**src/rtl/pwm_cmp_pkg.sv**
```systemverilog
package pwm_cmp_pkg;
  typedef enum logic [1:0] {
    ACT_NONE = 2'b00,
    ACT_LOW  = 2'b01,
    ACT_HIGH = 2'b10,
    ACT_FLIP = 2'b11
  } act_e;

  typedef enum logic [1:0] {
    LD_ZERO   = 2'b00,
    LD_PERIOD = 2'b01,
    LD_EITHER = 2'b10,
    LD_FROZEN = 2'b11
  } ld_e;

  function automatic logic apply_act(input act_e a, input logic cur);
    case (a)
      ACT_LOW:  apply_act = 1'b0;
      ACT_HIGH: apply_act = 1'b1;
      ACT_FLIP: apply_act = ~cur;
      default:  apply_act = cur;
    endcase
  endfunction

  function automatic logic load_hit(input ld_e sel, input logic zero, input logic prd);
    case (sel)
      LD_ZERO:   load_hit = zero;
      LD_PERIOD: load_hit = prd;
      LD_EITHER: load_hit = zero | prd;
      default:   load_hit = 1'b0;
    endcase
  endfunction
endpackage

```
**src/rtl/cmp_regs.sv**
```systemverilog
module cmp_regs
  import pwm_cmp_pkg::*;
#(
  parameter int CW = 16
) (
  input  logic          clk,
  input  logic          rst_n,
  input  logic          wr_en,
  input  logic [CW-1:0] wr_data,
  input  logic          direct_mode,
  input  logic [1:0]    load_sel,
  input  logic          tb_zero,
  input  logic          tb_period,
  output logic [CW-1:0] active_val,
  output logic [CW-1:0] rd_data,
  output logic          shadow_full
);
  logic [CW-1:0] shadow_q;
  logic [CW-1:0] active_q;
  logic          full_q;
  logic          load_now;

  // Loads happen only in buffered mode.
  assign load_now = ~direct_mode & load_hit(ld_e'(load_sel), tb_zero, tb_period);

  always_ff @(posedge clk or negedge rst_n) begin
    if (!rst_n) begin
      shadow_q <= '0;
      active_q <= '0;
      full_q   <= 1'b0;
    end else if (direct_mode) begin
      if (wr_en) active_q <= wr_data;
    end else begin
      if (load_now) active_q <= shadow_q;
      if (wr_en) begin
        shadow_q <= wr_data;
        full_q   <= 1'b1;
      end else if (load_now) begin
        full_q   <= 1'b0;
      end
    end
  end

  assign active_val  = active_q;
  assign rd_data     = direct_mode ? active_q : shadow_q;
  assign shadow_full = full_q;
endmodule

```
**src/rtl/cmp_match.sv**
```systemverilog
module cmp_match #(
  parameter int CW = 16
) (
  input  logic          clk,
  input  logic          rst_n,
  input  logic [CW-1:0] tb_cnt,
  input  logic [CW-1:0] active_val,
  output logic          cmp_evt
);
  logic eq_now;
  logic eq_prev;

  assign eq_now = (tb_cnt == active_val);

  always_ff @(posedge clk or negedge rst_n) begin
    if (!rst_n) eq_prev <= 1'b0;
    else        eq_prev <= eq_now;
  end

  assign cmp_evt = eq_now & ~eq_prev;
endmodule

```
**src/rtl/cmp_out.sv**
```systemverilog
module cmp_out
  import pwm_cmp_pkg::*;
(
  input  logic       clk,
  input  logic       rst_n,
  input  logic       evt,
  input  logic [1:0] act,
  output logic       pin
);
  always_ff @(posedge clk or negedge rst_n) begin
    if (!rst_n)   pin <= 1'b0;
    else if (evt) pin <= apply_act(act_e'(act), pin);
  end
endmodule

```
**src/rtl/pwm_cmp_chan.sv**
```systemverilog
module pwm_cmp_chan #(
  parameter int CW   = 16,
  parameter int NOUT = 2
) (
  input  logic          clk,
  input  logic          rst_n,
  input  logic          wr_en,
  input  logic [CW-1:0] wr_data,
  output logic [CW-1:0] rd_data,
  input  logic          direct_mode,
  input  logic [1:0]    load_sel,
  input  logic [1:0]    act_a,
  input  logic [1:0]    act_b,
  input  logic [CW-1:0] tb_cnt,
  input  logic          tb_zero,
  input  logic          tb_period,
  output logic          shadow_full,
  output logic          cmp_evt,
  output logic          pwm_a,
  output logic          pwm_b
);
  localparam int AW = 2 * NOUT;

  logic [CW-1:0]   cmp_active;
  logic [AW-1:0]   act_vec;
  logic [NOUT-1:0] pin_vec;

  cmp_regs #(.CW(CW)) u_regs (
    .clk(clk), .rst_n(rst_n), .wr_en(wr_en), .wr_data(wr_data),
    .direct_mode(direct_mode), .load_sel(load_sel),
    .tb_zero(tb_zero), .tb_period(tb_period),
    .active_val(cmp_active), .rd_data(rd_data), .shadow_full(shadow_full)
  );

  cmp_match #(.CW(CW)) u_match (
    .clk(clk), .rst_n(rst_n), .tb_cnt(tb_cnt),
    .active_val(cmp_active), .cmp_evt(cmp_evt)
  );

  assign act_vec = {{(AW-4){1'b0}}, act_b, act_a};

  for (genvar i = 0; i < NOUT; i++) begin : g_out
    cmp_out u_out (
      .clk(clk), .rst_n(rst_n), .evt(cmp_evt),
      .act(act_vec[2*i +: 2]), .pin(pin_vec[i])
    );
  end

  assign pwm_a = pin_vec[0];
  assign pwm_b = pin_vec[1];
endmodule

```
**config.mk**
```make
export PLATFORM = sky130hd
export DESIGN_NAME = pwm_cmp_chan
export DESIGN_NICKNAME = d
export VERILOG_FILES = /design/src/rtl/pwm_cmp_pkg.sv /design/src/rtl/cmp_regs.sv /design/src/rtl/cmp_match.sv /design/src/rtl/cmp_out.sv /design/src/rtl/pwm_cmp_chan.sv
export SDC_FILE = /design/constraint.sdc
export NUM_CORES = 1
export LEC_CHECK = 0
export CAP_MARGIN = 20
export CORE_MARGIN = 2
export CORE_UTILIZATION = 30
export CTS_CLUSTER_DIAMETER = 50
export DETAILED_ROUTE_END_ITERATION = 8
export GPL_ROUTABILITY_DRIVEN = 0
export HOLD_SLACK_MARGIN = 0.05
export PLACE_DENSITY = 0.66
export SLEW_MARGIN = 20
export SYNTH_ARGS = -nofsm -noshare
export SYNTH_HDL_FRONTEND = slang
export SYNTH_SLANG_ARGS = --single-unit
```
**constraint.sdc**
```tcl
create_clock -name clk -period 1.6 [get_ports clk]
set_clock_uncertainty 0.1 [all_clocks]
set_input_delay 0.16 -clock clk [delete_from_list [all_inputs] [get_ports clk]]
set_output_delay 0.16 -clock clk [all_outputs]
set_load 0.1 [all_outputs]
```
### Yosys cells after proc, flatten, opt, wreduce, memory -nomap -nowiden

Index checks and enable logic that the tools add are counted.
W data, S select, Z words.

* register bits after elaboration: 36
* logic and storage cells: 42

* equality and inequality tests: 10
* muxes and demuxes: 9
* bitwise operators: 7
* reduce and logical (&&, ||, !) cells: 10

Operators by type and width (count)
* $mux W16: 4
* $eq A16 B16 Y1: 1
* $eq A2 B2 Y1 const B: 5
* $reduce_and A2 Y1: 5
* $pmux W1 S3: 3
* $eq A2 B1 Y1 const B: 3
* $reduce_bool A3 Y1: 2
* $not A1 Y1: 4
* $reduce_bool A2 Y1: 2
* $and A1 B1 Y1: 2
* $logic_not A2 Y1: 1
* $mux W1: 2
* $ne A2 B2 Y1 const B: 1
* $or A1 B1 Y1: 1

### Depth between registers and ports, before layout

Gate-level depths: netlist of run 1.

* depth in word-level cells: 5
* mapped depth: 6
* mapped depth without buffers: 5

### By module

Synthesis of run 1 repeated with hierarchy kept, for this count alone.

* cell total of the unflattened synthesis: 191
* area total of the unflattened synthesis: 1970.6 µm²

Modules (own cells, without submodules)
* cmp_regs: instances 1, cells an instance 162, area each 1689.1 µm²
* cmp_match: instances 1, cells an instance 23, area each 209.0 µm²
* cmp_out: instances 2, cells an instance 3, area each 36.3 µm²

### Least setup slack after synthesis of run 1

No wires, ideal clock.

* kind: input -> output
* from: input direct_mode
* to: output rd_data[10]
* data arrival time: 1.586 ns
* required time: 1.340 ns
* path slack: -0.246 ns
* stages: 5
* path buffers: 3
* cell sequence: buf_2 -> clkbuf_1 -> clkbuf_1 -> nand2_1 -> nand2_1

* word-level cells in the longest chain between the ends: 1

RTL lines
* start, declared: RTL line pwm_cmp_chan.sv:10 `input logic direct_mode,`
* $mux W16: RTL line cmp_regs.sv:45 `assign rd_data = direct_mode ? active_q : shadow_q;`
* end, declared: RTL line pwm_cmp_chan.sv:9 `output logic [CW-1:0] rd_data,`

Every way passes these cells.

### Worst setup path in the final report of run 1

* from: register u_regs.active_q[14] (netlist: u_regs.active_val[14])
* to: output cmp_evt

* word-level cells in the longest chain between the ends: 2

RTL lines
* start, declared: RTL line cmp_regs.sv:19 `logic [CW-1:0] active_q;`
* start signal, assigned: RTL line cmp_regs.sv:32 `if (wr_en) active_q <= wr_data;`
* start signal, assigned: RTL line cmp_regs.sv:34 `if (load_now) active_q <= shadow_q;`
* $eq A16 B16 Y1: RTL line cmp_match.sv:13 `assign eq_now = (tb_cnt == active_val);`
* named net u_match.eq_now: RTL line cmp_match.sv:10 `logic eq_now;`
* $and A1 B1 Y1: RTL line cmp_match.sv:20 `assign cmp_evt = eq_now & ~eq_prev;`
* end, declared: RTL line pwm_cmp_chan.sv:18 `output logic cmp_evt,`

The timed path passes the listed nets, and every way through them passes these cells.

==> metrics, run 1 <==
DR vias 1,624; pwr dens 1080 nW/um2; I/O Pins 64; Critical Path Sink Type primary output; # diodes 0; Tcrit/Tclk final 125%; Seq/Total Area, Yosys 46.4%; Crit path max-delay family simple AND/OR/NAND/NOR gates; fin. max-slew vios 0; syn nets 236; Layout area overhead 69.8%; critical path data required time 1.34 ns; final wirelength 4890 um; Cells after Synth 192; CTS buffer count 5; pre-CTS setup slack -0.394 ns; RSZ-0062 raised after global routing true; wire per inst 13.6 um; commonest cells in the netlist nand2_1, dfrtp_1, mux2_2, xnor2_1, mux2_4; synth unique cells 21; CP peak stage delay 0.39 ns; drt drc 0; Top FF cell, synth dfrtp_1; DRT Pass-1 Iters 4; clock sink total 36; Post-synth ARST share 100%; root buffer cell clkbuf_8; CTS clk-pin slew, worst paths 0.07 ns; Syn. warnings 0; Final Cell Area 3300 um2; WP data arrival 1.75 ns; antenna violations before repair 0; Final ANT Viol Nets 0; # setup viols final 3; failing checks negative setup slack; PortBufs 63; Tightest Pin Transition 0.428 ns; # rows 29; Final Hold Vio Count 0; CTS tree built; Hold Slack 0.239 ns; area occupied by multi-input gates 1090 um2; r2r setup slk -0.06 ns; Setup CP Type flop to primary output; CP Max Fanout 3; Horiz. Die Dim 84.5 um; Die ar. 7130 um2; top-count cell post-synth nand2_1; register area 901 um2; initial drt markers 28; HP Class primary input to async pin; Chip Height 84.5 um; Fin Setup TNS -0.489 ns; worst setup margin -0.407 ns; Placed Cells incl. Taps 348; top achievable clock speed 498 MHz; # fillers 593; Final #Nets 326; Synth area leader dfrtp_1; largest cells by area after synthesis dfrtp_1, nand2_1, mux2_2; Max clock buf depth 2; non-filler cells, final 359; htree depth 2; syn avg cell area 10.1 um2; crit start category flop; Worst slew margin 71.5%; critical-path cell list xnor2_1, nand4_1, nor4_4, and2_4, buf_12; core footprint 6310 um2; starting density of the core 30.8%; first-pass GRT wire length 8170 um; status complete, but fails checks; Mapped Area 1940 um2; slowest stage cell, crit path dfrtp_1; dpl hpwl 3540 um; number of flops mapped to enable cells by yosys 0; layout cells sized above 1 38.3%; max-cap viol count 0; pin count of the biggest net entering global routing 21; WP buf/inv 1; Synth Register Bits 36; Final Critical Period 2.01 ns; vias in the first global route 1,774; share of the synthesized area in the top cell type 46.4%; clock latency at the later pin of the worst-skew pair 0.28 ns; Via-to-Cell Ratio 4.52; remaining global-route overflow 0; GRT Overall Usage 14.6%; Leak 0.00156 uW; placed cell areas 3120 um2; Worst VDD drop 0.640 mV
## cell usage in the layout, fill, tap and decap left out, types with 2 or more instances in the layout
master / count
clkdlybuf4s50_1: 39
nand4_1: 4
dfrtp_1: 36
a31oi_1: 4
mux2_2: 22
inv_1: 2
dlymetal6s2s_1: 3
buf_4: 21
mux2_4: 10
nand2_2: 2
nand2_1: 70
nand2_4: 9
xnor2_1: 12
buf_12: 24
xnor2_2: 4
clkbuf_8: 5
## power by group
part,switching [uW],internal [uW]
sequential,105,1060
clock,314,296
combinational,965,834
total,1380,2190
## sequential cells by signal (all words and copies together) (netlist names)
signal              count
g_out.u_out.pin         2
u_match.eq_prev         1
u_regs.active_val      16
u_regs.shadow_full      1
u_regs.shadow_q        16
## layer usage
layer,up-vias,global-route usage (%),routed length (um)
li1,806,-,-
met1,767,16.9,2080
met2,44,26.0,2460
met3,7,4.03,285
met4,0,5.19,67
met5,-,0,0
## per-stage QoR
stage | utilization [%] | total power (uW)
after floorplan | - | 2220
after global placement | 49.4 | 2920
after detailed placement | 49.4 | 2940
after CTS | 51.5 | 3590
after global routing | 52.2 | 3750
final | 52.2 | 3570
## final cells by class
type                            instances  share of cell area, %
Clock buffer                            6                   2.20
Inverter                                3                  0.342
Clock inverter                          1                  0.152
Timing Repair Buffer                   91                   34.0
Tap cell                               77                   2.92
Sequential cell                        36                   27.3
Multi-Input combinational cell        145                   33.1
## worst paths after layout
path                                                    from  cells after the start                               end
setup / recovery           u_regs.active_val[14]$_DFFE_PN0P_                      5                           cmp_evt
min in group clk                                    act_b[0]                      2    g_out[1].u_out.pin$_DFFE_PN0P_
setup reg to reg           u_regs.active_val[14]$_DFFE_PN0P_                      6    g_out[0].u_out.pin$_DFFE_PN0P_
max in group asynchronous                              rst_n                      3  u_regs.active_val[2]$_DFFE_PN0P_
hold reg to reg              u_regs.shadow_q[11]$_DFFE_PN0P_                      1   u_regs.shadow_q[11]$_DFFE_PN0P_
hold / removal                                         rst_n                      2    u_regs.shadow_q[7]$_DFFE_PN0P_
## cells by family (layout without fill, tap and decap cells)
| kind of cell | count (synthesis) | count (layout) | synth area share (%) |
|---|---|---|---|
| AOI/OAI and AO/OA | 6 | 6 | 2.26 |
| DFF | 36 | 36 | 46.4 |
| and+or+nand+nor | 89 | 89 | 19.1 |
| xor gates and xnor gates | 17 | 17 | 7.67 |
| muxes | 33 | 33 | 21.6 |
| buffers and inverters | 11 | 101 | 2.90 |
## repair_timing
action,4_1_cts,5_1_grt
cloned,0,1
pin swaps,11,5
hold endpoints to repair,36,0
resized for setup,6,4
setup endpoints to repair,19,26
hold buffers,1,0
setup buffers,1,2
(Power assumes the default switching activity.)
==> run 2: changes to the inputs <==
--- a/config.mk
+++ b/config.mk
@@ -5,6 +5,7 @@
 export SDC_FILE = /design/constraint.sdc
 export NUM_CORES = 1
 export LEC_CHECK = 0
+export ABC_AREA = 1
 export CAP_MARGIN = 20
 export CORE_MARGIN = 2
 export CORE_UTILIZATION = 30
@@ -12,7 +13,8 @@
 export DETAILED_ROUTE_END_ITERATION = 8
 export GPL_ROUTABILITY_DRIVEN = 0
 export HOLD_SLACK_MARGIN = 0.05
-export PLACE_DENSITY = 0.66
+export PLACE_DENSITY = 0.65
+export SETUP_SLACK_MARGIN = 0.15
 export SLEW_MARGIN = 20
 export SYNTH_ARGS = -nofsm -noshare
 export SYNTH_HDL_FRONTEND = slang
==> metrics, run 2 <==
commonest non-fill, non-tap cell in the layout nand2_1 (unchanged); Fin Setup TNS -0.244 ns (was -0.489 ns); PortBufs 63 (unchanged); layout cells sized above 1 35.6% (was 38.3%); register area 903 um2 (was 901 um2); Cells after Synth 310 (was 192); Placed Cells incl. Taps 483 (was 348); worst setup margin -0.244 ns (was -0.407 ns); CTS tree built (unchanged); area occupied by multi-input gates 1270 um2 (was 1090 um2); Layout area overhead 78.4% (was 69.8%); # rows 31 (was 29); antenna violations before repair 0 (unchanged); WP data arrival 1.58 ns (was 1.75 ns); Mapped Area 2200 um2 (was 1940 um2); Seq/Total Area, Yosys 40.9% (was 46.4%); Worst slew margin 71.9% (was 71.5%); syn nets 354 (was 236); Critical Path Sink Type primary output (unchanged); htree depth 2 (unchanged); starting density of the core 30.7% (was 30.8%); non-filler cells, final 506 (was 359); pre-CTS setup slack -0.210 ns (was -0.394 ns); HP Class primary input to flop (was primary input to async pin); CTS buffer count 5 (unchanged); dpl hpwl 4150 um (was 3540 um); remaining global-route overflow 0 (unchanged); Top FF cell, synth dfrtp_1 (unchanged); RSZ-0062 raised after global routing true (unchanged); Final Critical Period 1.84 ns (was 2.01 ns); # setup viols final 1 (was 3); Worst VDD drop 0.625 mV (was 0.640 mV); DRT Pass-1 Iters 4 (unchanged); critical path data required time 1.34 ns (about the same); DR vias 2,272 (was 1,624); top achievable clock speed 542 MHz (was 498 MHz); pin count of the biggest net entering global routing 33 (was 21); root buffer cell clkbuf_8 (unchanged); Hold Slack 0.209 ns (was 0.239 ns); Leak 0.00187 uW (was 0.00156 uW); vias in the first global route 2,324 (was 1,774); Tightest Pin Transition 0.422 ns (was 0.428 ns); fin. max-slew vios 0 (unchanged); clock latency at the later pin of the worst-skew pair 0.28 ns (about the same); Final #Nets 450 (was 326); syn avg cell area 7.10 um2 (was 10.1 um2); commonest cells in the netlist nand2_1, o21ai_0, inv_1, dfrtp_1, o21ai_2 (was nand2_1, dfrtp_1, mux2_2, xnor2_1, mux2_4); crit start category flop (unchanged); clock sink total 36 (unchanged); pwr dens 932 nW/um2 (was 1080 nW/um2); initial drt markers 103 (was 28); Hold Crit Start direct_mode; first-pass GRT wire length 10,100 um (was 8170 um); Synth area leader dfrtp_1 (unchanged); Via-to-Cell Ratio 4.49 (was 4.52); top-count cell post-synth nand2_1 (unchanged); status complete, but fails checks (unchanged); Crit. Startpoint u_regs.active_val[14]$_DFFE_PN0P_ (unchanged); number of flops mapped to enable cells by yosys 0 (unchanged); Synth Register Bits 36 (unchanged); Syn. warnings 0 (unchanged); Post-synth ARST share 100% (unchanged); most frequent cells in the layout nand2_1, clkdlybuf4s50_1, dfrtp_1 (unchanged); drt drc 0 (unchanged); CP Max Fanout 3 (unchanged); share of the synthesized area in the top cell type 40.9% (was 46.4%); largest cells by area after synthesis dfrtp_1, nand2_1, o21ai_0 (was dfrtp_1, nand2_1, mux2_2); Chip Height 89.7 um (was 84.5 um); CTS clk-pin slew, worst paths 0.08 ns (was 0.07 ns); Die ar. 8040 um2 (was 7130 um2); Final ANT Viol Nets 0 (unchanged); Horiz. Die Dim 89.7 um (was 84.5 um); # diodes 0 (unchanged); Tcrit/Tclk final 115% (was 125%); end-of-flow core utilization 54.7% (was 52.2%); Critical R2R Launch u_regs.active_val[14]$_DFFE_PN0P_ (unchanged); synth unique cells 24 (was 21); Max clock buf depth 2 (unchanged); failing checks negative setup slack (unchanged); Final Hold Vio Count 0 (unchanged); I/O Pins 64 (unchanged); # fillers 638 (was 593); Setup CP Type flop to primary output (unchanged); wire per inst 12.1 um (was 13.6 um); max-cap viol count 0 (unchanged); GRT Overall Usage 16.2% (was 14.6%); final wirelength 6130 um (was 4890 um); core footprint 7180 um2 (was 6310 um2)
-- run 2: through the flow --
step	instance area [um2]	total power, uW
after floorplan	2390	2160
after global placement	3500	2770
after detailed placement	3500	2790
after CTS	3760	3560
after global routing	3930	3860
final	3930	3660
-- run 2: path summary, 6_finish.rpt --
| path | to | slack [ns] | cells past startpoint |
|---|---|---|---|
| max in group asynchronous | g_out[1].u_out.pin$_DFFE_PN0P_ | 0.69 | 3 |
| setup reg to reg | g_out[0].u_out.pin$_DFFE_PN0P_ | 0 | 11 |
| hold reg to reg | u_regs.shadow_q[12]$_DFFE_PN0P_ | 0.39 | 2 |
| setup / recovery | cmp_evt | -0.24 | 8 |
| hold / removal | u_regs.shadow_full$_DFFE_PN0P_ | 0.21 | 4 |
| min in group asynchronous | u_regs.shadow_q[4]$_DFFE_PN0P_ | 0.24 | 2 |
-- run 2: cell type report --
class	instances	share of cell area (%)
timing repair buffer	100	33.5
multi-input combinational	209	32.3
sequential	36	23.0
inverter	54	5.61
tap	99	3.15
clock buffer	6	2.10
clock inverter	2	0.255
-- run 2: critical path: stages, from the launching register on --
cell and delay (ns):
dfrtp_1 0.41, inv_2 0.08, nand2_2 0.04, nand2_1 0.09, nand3_2 0.09, nor2_2 0.10
nand2_2 0.09, nor3_4 0.20, buf_12 0.20
-- run 2: cell families (layout without fill, tap and decap cells) --
family / count (synthesis) / after routing / synth area share (%)
XOR/XNOR: 8 / 8 / 3.18
AND/OR/NAND/NOR: 132 / 132 / 24.9
AO/OA/AOI/OAI: 69 / 69 / 18.4
flip-flops: 36 / 36 / 40.9
buffers and inverters: 65 / 162 / 12.6
-- run 2: timing repair --
action	CTS	global route
resized for setup	18	37
cloned	3	0
setup endpoints to repair	19	20
pin swaps	8	27
hold buffers	1	0
hold endpoints to repair	25	0
buffers inserted	2	9
-- run 2: where the power goes --
group / switching [uW] / total, uW / leakage (uW) / internal [uW]
Clock: 326 / 670 / 0.0000510 / 344
Combinational: 1080 / 1880 / 0.00137 / 801
Sequential: 83.7 / 1110 / 0.000449 / 1030
-- run 2: metal layers --
layer  GRT usage, %  routed length (um)  vias to the layer above
met3           3.38                 247                        7
met5              0                   0                        -
met2           28.5                3090                       49
met4           3.26                  61                        0
met1           20.7                2730                     1065
li1               -                   -                     1151
==> run 3: changes to the inputs <==
==> constraint.sdc (replaced) <==
create_clock -name clk -period 1.95 [get_ports clk]
set_clock_uncertainty 0.1 [all_clocks]
set_input_delay 0.195 -clock clk [delete_from_list [all_inputs] [get_ports clk]]
set_output_delay 0.195 -clock clk [all_outputs]
set_load 0.1 [all_outputs]
==> metrics, run 3 (synthesized netlist as in run 2, its figures left out) <==
status finished, final reports clean (was complete, but fails checks); Leak 0.00164 uW (was 0.00187 uW); fin. max-slew vios 0 (unchanged); worst flop-to-flop path endpoint g_out[0].u_out.pin$_DFFE_PN0P_ (unchanged); CTS clk-pin slew, worst paths 0.08 ns (about the same); DR vias 2,094 (was 2,272); Max clock buf depth 2 (unchanged); Final Critical Period 1.84 ns; Critical R2R Launch u_regs.active_val[14]$_DFFE_PN0P_ (unchanged); CP Max Fanout 3 (unchanged); Tcrit/Tclk final 94.4%; PortBufs 63 (unchanged); r2r setup slk 0.45 ns (was 0 ns); remaining global-route overflow 0 (unchanged); Worst VDD drop 0.372 mV (was 0.625 mV); final wirelength 5170 um (was 6130 um); Chip Height 89.7 um (unchanged); initial drt markers 69 (was 103); end-of-flow core utilization 47.0% (was 54.7%); Final ANT Viol Nets 0 (unchanged); Layout area overhead 53.1% (was 78.4%); crit start category primary input (was flop); Final Cell Area 3370 um2 (was 3930 um2); layout cells sized above 1 26.0% (was 35.6%); HP Class primary input to async pin (was primary input to flop); I/O Pins 64 (unchanged); FF-to-FF path depth 10 (was 11); clock latency at the later pin of the worst-skew pair 0.29 ns (was 0.28 ns); Tightest Pin Transition 0.483 ns (was 0.422 ns); Worst slew margin 67.8% (was 71.9%); critical path data required time 1.65 ns (was 1.34 ns); first-pass GRT wire length 8870 um (was 10,100 um); antenna violations before repair 0 (unchanged); WP data arrival 1.55 ns (was 1.58 ns); clock sink total 36 (unchanged); Final #Nets 431 (was 450); non-filler cells, final 487 (was 506); DRT Pass-1 Iters 4 (unchanged); drt drc 0 (unchanged); vias in the first global route 2,008 (was 2,324); root buffer cell clkbuf_8 (unchanged); Via-to-Cell Ratio 4.30 (was 4.49); Horiz. Die Dim 89.7 um (unchanged); most frequent cells in the layout nand2_1, clkdlybuf4s50_1, inv_1 (was nand2_1, clkdlybuf4s50_1, dfrtp_1); Die ar. 8040 um2 (unchanged); pre-CTS setup slack 0.0896 ns (was -0.210 ns); placed cell areas 3140 um2 (was 3500 um2); GRT Overall Usage 14.4% (was 16.2%); worst setup margin 0.110 ns (was -0.244 ns); htree depth 2 (unchanged); RSZ-0062 raised after global routing true (unchanged); pwr dens 836 nW/um2 (was 932 nW/um2); pin count of the biggest net entering global routing 37 (was 33); CTS buffer count 5 (unchanged); CTS tree built (unchanged); Setup CP Type primary input to primary output (was flop to primary output); dpl hpwl 3840 um (was 4150 um); max-cap viol count 0 (unchanged); starting density of the core 30.7% (unchanged); Final Hold Vio Count 0 (unchanged); # diodes 0 (unchanged); # rows 31 (unchanged); core footprint 7180 um2 (unchanged); Placed Cells incl. Taps 467 (was 483); top achievable clock speed 543 MHz; # setup viols final 0 (was 1); Critical Path Sink Type primary output (unchanged); commonest non-fill, non-tap cell in the layout nand2_1 (unchanged); wire per inst 10.6 um (was 12.1 um)
## run 3: layout make-up
| type | instances | area, um2 |
|---|---|---|
| Multi-Input combinational cell | 209 | 1070 |
| Clock buffer | 5 | 68.8 |
| Fill cell | 715 | 3800 |
| Tap cell | 99 | 124 |
| Clock inverter | 3 | 42.5 |
| Inverter | 54 | 203 |
| Sequential cell | 36 | 901 |
| Timing Repair Buffer | 81 | 958 |
## run 3: what timing repair did
item | CTS | global route
buffers inserted | 7 | 4
pin swaps | 9 | 5
resized for setup | 4 | 9
hold endpoints to repair | 36 | 0
endpoints found under the setup margin | 1 | 3
hold buffers | 1 | 0
## run 3: per-layer routing
layer	track usage (%)	part of all wire (%)	up-vias
li1	-	-	1120
met1	18.1	48	921
met2	24.2	45	49
met3	4.20	6.2	4
met4	3.80	0.73	0
met5	0	0	-
## run 3: power by group
part	internal, uW	switching (uW)	leakage, uW
logic	485	770	0.00113
registers	845	60.9	0.000453
clock network	378	280	0.0000541
## run 3: stage by stage
stage,hold WS (ns),power (uW),setup TNS (ns)
floorplan,-0.201,1700,-3.00
global placement,0.176,2100,0
detailed placement,0.176,2120,0
CTS,0.377,2830,0
global route,0.398,2990,0
finish,0.387,2820,0
## run 3: worst max path at each step
stage                                                start  cells after the start     endpoint
after floorplan                                direct_mode                      4  rd_data[10]
after global placement                          tb_cnt[14]                      8      cmp_evt
after detailed placement                        tb_cnt[10]                     10      cmp_evt
after CTS                 u_regs.active_val[3]$_DFFE_PN0P_                      6      cmp_evt
after global routing      u_regs.active_val[1]$_DFFE_PN0P_                      8      cmp_evt
final                                           tb_cnt[14]                      8      cmp_evt
## run 3: critical path, cell delays in order
cell	delay (ns)
clkdlybuf4s50_1	0.53
nand2_1	0.07
nand2_1	0.07
nand3_2	0.06
nor2_2	0.12
nand2_2	0.09
nor3_4	0.21
buf_12	0.20
